## config.mk

```make
export PLATFORM = sky130hd
export DESIGN_NAME = pdma_stream
export DESIGN_NICKNAME = d
export VERILOG_FILES = /design/src/rtl/pdma_pkg.sv /design/src/rtl/pdma_regs.sv /design/src/rtl/pdma_req_route.sv /design/src/rtl/pdma_mover.sv /design/src/rtl/pdma_stream.sv
export SDC_FILE = /design/constraint.sdc
export NUM_CORES = 1
export LEC_CHECK = 0
export CAP_MARGIN = 15
export CORE_MARGIN = 2
export CORE_UTILIZATION = 52
export CTS_BUF_LIST = sky130_fd_sc_hd__clkbuf_8
export DETAILED_ROUTE_END_ITERATION = 8
export PLACE_DENSITY = 0.83
export SLEW_MARGIN = 20
export SYNTH_ARGS = -nofsm -noshare
export SYNTH_HDL_FRONTEND = slang
export SYNTH_SLANG_ARGS = --single-unit
```

## constraint.sdc

```tcl
create_clock -name clk -period 2.71 [get_ports clk]
set_input_delay 0.4065 -clock clk [delete_from_list [all_inputs] [get_ports clk]]
set_output_delay 0.4065 -clock clk [all_outputs]
set_load 0.1 [all_outputs]
```

## src/rtl/pdma_pkg.sv

```systemverilog
package pdma_pkg;
  typedef enum logic [1:0] {
    MV_IDLE  = 2'd0,
    MV_READ  = 2'd1,
    MV_WRITE = 2'd2
  } mv_state_t;

  localparam logic [2:0] RA_CTRL  = 3'd0;
  localparam logic [2:0] RA_COUNT = 3'd1;
  localparam logic [2:0] RA_PADDR = 3'd2;
  localparam logic [2:0] RA_MADDR = 3'd3;
  localparam logic [2:0] RA_FCLR  = 3'd4;

  localparam int ITEM_BYTES = 2;
endpackage

```

## src/rtl/pdma_regs.sv

```systemverilog
module pdma_regs
  import pdma_pkg::*;
#(
  parameter int ADDR_W = 16,
  parameter int CNT_W  = 8,
  parameter int SEL_W  = 2
) (
  input  logic              clk,
  input  logic              rst_n,
  input  logic              wr_en,
  input  logic [2:0]        wr_addr,
  input  logic [ADDR_W-1:0] wr_data,
  input  logic              item_done,
  output logic              en_o,
  output logic [SEL_W-1:0]  sel_o,
  output logic [ADDR_W-1:0] paddr_o,
  output logic [ADDR_W-1:0] maddr_o,
  output logic [CNT_W-1:0]  cnt_o,
  output logic              half_o,
  output logic              done_o
);
  logic              en_q, half_q, done_q;
  logic [SEL_W-1:0]  sel_q;
  logic [ADDR_W-1:0] paddr_q, maddr_q;
  logic [CNT_W-1:0]  cnt_q, prog_q, cnt_dec, half_mark;
  logic              start_blocked;

  assign cnt_dec       = cnt_q - 1'b1;
  assign half_mark     = prog_q >> 1;
  assign start_blocked = done_q || (cnt_q == '0);

  always_ff @(posedge clk or negedge rst_n) begin
    if (!rst_n) begin
      en_q    <= 1'b0;
      half_q  <= 1'b0;
      done_q  <= 1'b0;
      sel_q   <= '0;
      paddr_q <= '0;
      maddr_q <= '0;
      cnt_q   <= '0;
      prog_q  <= '0;
    end else begin
      // flag clearing is open at all times; a set on the same edge wins
      if (wr_en && wr_addr == RA_FCLR) begin
        if (wr_data[0]) half_q <= 1'b0;
        if (wr_data[1]) done_q <= 1'b0;
      end
      if (item_done) begin
        cnt_q   <= cnt_dec;
        maddr_q <= maddr_q + ADDR_W'(ITEM_BYTES);
        if (cnt_dec == half_mark) half_q <= 1'b1;
        if (cnt_dec == '0) begin
          en_q   <= 1'b0;
          done_q <= 1'b1;
        end
      end else if (wr_en && !en_q) begin
        case (wr_addr)
          RA_CTRL: begin
            if (!(wr_data[0] && start_blocked)) begin
              sel_q <= wr_data[SEL_W:1];
              en_q  <= wr_data[0];
            end
          end
          RA_COUNT: begin
            cnt_q  <= wr_data[CNT_W-1:0];
            prog_q <= wr_data[CNT_W-1:0];
          end
          RA_PADDR: paddr_q <= wr_data;
          RA_MADDR: maddr_q <= wr_data;
          default: ;
        endcase
      end
    end
  end

  assign en_o    = en_q;
  assign sel_o   = sel_q;
  assign paddr_o = paddr_q;
  assign maddr_o = maddr_q;
  assign cnt_o   = cnt_q;
  assign half_o  = half_q;
  assign done_o  = done_q;
endmodule

```

## src/rtl/pdma_req_route.sv

```systemverilog
module pdma_req_route #(
  parameter int NUM_SRC = 4,
  parameter int SEL_W   = 2
) (
  input  logic               clk,
  input  logic               rst_n,
  input  logic [NUM_SRC-1:0] req_i,
  input  logic [SEL_W-1:0]   sel,
  input  logic               rd_done,
  output logic               req_hit,
  output logic [NUM_SRC-1:0] ack_o
);
  always_comb begin
    req_hit = 1'b0;
    for (int i = 0; i < NUM_SRC; i++) begin
      if (sel == SEL_W'(i)) req_hit = req_i[i];
    end
  end

  for (genvar g = 0; g < NUM_SRC; g++) begin : g_ack
    always_ff @(posedge clk or negedge rst_n) begin
      if (!rst_n) ack_o[g] <= 1'b0;
      else        ack_o[g] <= rd_done && (sel == SEL_W'(g));
    end
  end
endmodule

```

## src/rtl/pdma_mover.sv

```systemverilog
module pdma_mover
  import pdma_pkg::*;
#(
  parameter int ADDR_W = 16,
  parameter int DATA_W = 16
) (
  input  logic              clk,
  input  logic              rst_n,
  input  logic              en,
  input  logic              req_hit,
  input  logic [ADDR_W-1:0] paddr,
  input  logic [ADDR_W-1:0] maddr,
  input  logic              bus_ready,
  input  logic [DATA_W-1:0] bus_rdata,
  output logic              bus_valid,
  output logic              bus_write,
  output logic [ADDR_W-1:0] bus_addr,
  output logic [DATA_W-1:0] bus_wdata,
  output logic              rd_done,
  output logic              item_done
);
  mv_state_t         state_q;
  logic [DATA_W-1:0] data_q;

  assign rd_done   = (state_q == MV_READ)  && bus_ready;
  assign item_done = (state_q == MV_WRITE) && bus_ready;

  always_ff @(posedge clk or negedge rst_n) begin
    if (!rst_n) begin
      state_q <= MV_IDLE;
      data_q  <= '0;
    end else begin
      case (state_q)
        MV_IDLE:  if (en && req_hit) state_q <= MV_READ;
        MV_READ:  if (bus_ready) begin
                    data_q  <= bus_rdata;
                    state_q <= MV_WRITE;
                  end
        MV_WRITE: if (bus_ready) state_q <= MV_IDLE;
        default:  state_q <= MV_IDLE;
      endcase
    end
  end

  assign bus_valid = (state_q != MV_IDLE);
  assign bus_write = (state_q == MV_WRITE);
  assign bus_addr  = bus_write ? maddr : paddr;
  assign bus_wdata = data_q;
endmodule

```

## src/rtl/pdma_stream.sv

```systemverilog
module pdma_stream #(
  parameter int NUM_SRC = 4,
  parameter int ADDR_W  = 16,
  parameter int DATA_W  = 16,
  parameter int CNT_W   = 8
) (
  input  logic               clk,
  input  logic               rst_n,
  input  logic               reg_wr,
  input  logic [2:0]         reg_addr,
  input  logic [ADDR_W-1:0]  reg_wdata,
  input  logic [NUM_SRC-1:0] req_i,
  output logic [NUM_SRC-1:0] ack_o,
  output logic               bus_valid,
  output logic               bus_write,
  output logic [ADDR_W-1:0]  bus_addr,
  output logic [DATA_W-1:0]  bus_wdata,
  input  logic               bus_ready,
  input  logic [DATA_W-1:0]  bus_rdata,
  output logic               en_o,
  output logic [CNT_W-1:0]   count_o,
  output logic               half_flag_o,
  output logic               done_flag_o
);
  localparam int SEL_W = (NUM_SRC > 1) ? $clog2(NUM_SRC) : 1;

  logic [SEL_W-1:0]  sel;
  logic [ADDR_W-1:0] paddr, maddr;
  logic              req_hit, rd_done, item_done;

  pdma_regs #(.ADDR_W(ADDR_W), .CNT_W(CNT_W), .SEL_W(SEL_W)) regs_i (
    .clk(clk), .rst_n(rst_n),
    .wr_en(reg_wr), .wr_addr(reg_addr), .wr_data(reg_wdata),
    .item_done(item_done),
    .en_o(en_o), .sel_o(sel), .paddr_o(paddr), .maddr_o(maddr),
    .cnt_o(count_o), .half_o(half_flag_o), .done_o(done_flag_o)
  );

  pdma_req_route #(.NUM_SRC(NUM_SRC), .SEL_W(SEL_W)) route_i (
    .clk(clk), .rst_n(rst_n),
    .req_i(req_i), .sel(sel), .rd_done(rd_done),
    .req_hit(req_hit), .ack_o(ack_o)
  );

  pdma_mover #(.ADDR_W(ADDR_W), .DATA_W(DATA_W)) mover_i (
    .clk(clk), .rst_n(rst_n),
    .en(en_o), .req_hit(req_hit), .paddr(paddr), .maddr(maddr),
    .bus_ready(bus_ready), .bus_rdata(bus_rdata),
    .bus_valid(bus_valid), .bus_write(bus_write),
    .bus_addr(bus_addr), .bus_wdata(bus_wdata),
    .rd_done(rd_done), .item_done(item_done)
  );
endmodule

```

==> impl_metrics.py <==
metrics = {
    "outcome": {
        "status": "complete, no violations",
    },
    "logic_synthesis": {
        "synth_top_area_share_pct": 48.07,
        "ys.flop_type": "dfrtp_1",
        "yosysMostFrequentCell": "dfrtp_1",
        "synthCells": 368,
        "ys_top_cells_by_count": "74 x dfrtp_1, 64 x nand2_1, 32 x mux2_2",
        "yosysTopAreaCell": "dfrtp_1",
        "avgSynthCellArea_um2": 10.47,
        "synth_seq_cells": 74,
        "yosysWarnings": 0,
        "synth_area_um2": 3852,
        "async_flop_share_pct": 100.0,
        "synth.distinct_cells": 60,
        "synth_edf_count": 0,
        "synthTopCellsByArea": "dfrtp_1 48%, mux2_2 9.4%, nand2_1 6.2%",
        "synth_nets": 415,
        "seq_area_frac_synth_pct": 48.07,
    },
    "global_route": {
        "grt_pass1_vias": 3321,
        "grt_use_total_pct": 24.89,
        "grt_max_degree": 44,
        "overflow": 0,
        "grt_pass1_wl_mm": 16.44,
        "antenna_found_initial": 0,
    },
    "die": {
        "start_util_pct": 53.40,
        "die_area_um2": 8113,
        "die-width_um": 90.07,
        "rows": 31,
        "top_level_ports": 92,
        "coreArea_um2": 7214,
        "die_h_um": 90.07,
    },
    "detailed_routing": {
        "drt_pass1_iterations": 5,
        "drt_iter0_markers": 164,
        "ant_nets": 0,
        "drc_errors": 0,
        "vias": 3293,
        "routedWlPerCell_um": 17.09,
        "vias_per_cell": 5.787,
        "totalWireLength_mm": 9.722,
    },
    "flow_run": {
        "drv_cap": 0,
    },
    "timing": {
        "hold_viol_final": 0,
        "max_freq_mhz": 440.0,
        "skew_ns": 0.01084,
        "setup_tns_ns": 0,
        "setup_viol_count_final": 0,
        "timing.slew.headroom_pct": 49.24,
        "maxSlewViolCount": 0,
        "tightest_slew_ns": 0.7614,
        "layout_min_cycle_time_ns": 2.273,
        "timing.final.crit_share_pct": 83.87,
        "rsz0062_at_grt": "no",
    },
    "clocking": {
        "worst_skew_pair.late_latency_ns": 0.36,
        "hold_buffers": 0,
        "cts_resized": 0,
        "cts_buffers": 9,
        "clock-sinks": 74,
        "cts_buffer_depth": 2,
        "path_clk_slew_ns": 0.08,
        "clockRootBuffer": "clkbuf_8",
        "postCtsSetupBuffers": 0,
        "cts_tree": "built",
        "htree_levels": 3,
    },
    "finish": {
        "diodes": 0,
        "synthToLayoutAreaGrowth_pct": 35.34,
        "filler_cell_count": 530,
        "fin_nets": 512,
        "multi_input_area_um2": 1873,
        "final_layout_size_suffix_gt1_share_pct": 29.15,
        "regArea_um2": 1852,
    },
    "place": {
        "place_congestion": 0.7876,
        "io_buffer_count": 91,
        "dpl.hpwl_mm": 7.033,
    },
    "worst_hold_path": {
        "hold_class": "primary input to asynchronous set/reset pin",
    },
    "setup_path": {
        "critPathLaunchType": "primary input",
        "cp.required_ns": 2.96,
        "crit_family": "simple AND/OR/NAND/NOR gates",
        "cp_slowest_cell": "or4b_4",
        "critPathArrivalTime_ns": 2.52,
        "path_max_fanout": 10,
        "critPathBufInv": 2,
        "crit_start": "bus_ready",
        "path_cells": "clkdlybuf4s50_1 > and3b_1 > or4b_4 > or3b_1 > buf_4 > mux2_4",
        "endpoint_kind": "register",
        "crit_type": "primary input to register",
        "r2r_start": "regs_i.cnt_o[0]",
        "cp_slowest_stage_delay_ns": 0.50,
    },
}
==> cells by family after synthesis <==
logic type      synth area share [%]
simple gates                   16.47
xor+xnor                       2.631
fa+ha+maj                      1.299
mux                            14.62
compound gates                 13.61
buf+inv                        3.312
flops                          48.07
==> placed cells by master (no fill, tap or decap), types with 4 or more instances in the layout <==
cell type,count
xor2_1,4
clkdlybuf4s50_1,41
nand4_1,6
dfrtp_1,74
nor2_1,18
inv_1,8
nor3b_1,4
o221a_2,4
nor4_1,4
a21o_1,7
nand3_1,5
nand2_1,64
clkbuf_8,10
a21oi_1,13
buf_4,47
a31oi_1,5
nor3_1,11
buf_12,18
mux2_2,32
o21ai_0,14
xnor2_1,5
mux2_4,10
ha_1,4
==> final cells by class <==
type	count	area share, %
flip-flops and latches	74	35.52
repair buffers	107	21.65
multi-input cells	264	35.93
clock buffers	10	2.640
clock inverters	6	1.248
inverters	9	0.6479
well taps	99	2.376
==> worst register-to-register path, cell delays in order (launching register included) <==
cell,delay [ns]
dfrtp_1,0.48
inv_1,0.13
ha_1,0.30
or3b_2,0.51
nor3_1,0.32
o221ai_1,0.20
o31ai_1,0.23
==> flip-flops by register name (all words and copies together) (netlist names), 2 cells and up <==
name / cells
mover_i.bus_wdata: 16
regs_i.maddr_o: 16
regs_i.paddr_o: 16
regs_i.cnt_o: 8
regs_i.prog_q: 7
route_i.ack_o: 4
mover_i.state_q: 2
regs_i.sel_o: 2
==> per-layer routing <==
layer	share of wire, %	vias up	global-route usage (%)
met3	5.3	15	4.694
met4	1.6	0	7.308
met5	0	-	0
met2	51	118	42.23
met1	42	1633	32.65
li1	-	1527	-
==> worst paths after layout <==
path                                              to  depth (start not counted)  slack (ns)
worst max-delay path               regs_i.paddr_o[8]                          6        0.44
worst min-delay path              regs_i.paddr_o[11]                          1        0.11
worst max register to register         regs_i.half_o                          6        0.45
worst min register to register  mover_i.bus_wdata[7]                          2        0.49
max in group asynchronous         mover_i.state_q[1]                          2        1.91
min in group clk                mover_i.bus_wdata[7]                          2        0.49
==> metrics by stage <==
| step | area [um2] | setup WS, ns | hold slack (ns) | std cells | utilization [%] |
|---|---|---|---|---|---|
| 6_report | 5214 | 0.4372 | 0.1118 | 569 | 72.27 |
| 5_1_grt | 5214 | 0.3018 | 0.1690 | 569 | 72.27 |
| 4_1_cts | 5214 | 0.4480 | 0.1346 | 569 | 72.27 |
| 3_5_place_dp | 5011 | 0.08479 | 0.4648 | 553 | 69.46 |
| 3_3_place_gp | 5011 | 0.1108 | 0.4612 | 553 | 69.46 |
| 2_1_floorplan | 3854 | 0.09100 | 0.1109 | 368 | - |
Power is left out: the tool's default activity adds up to more than one toggle a clock period on the data nets, which glitch-free logic cannot reach.
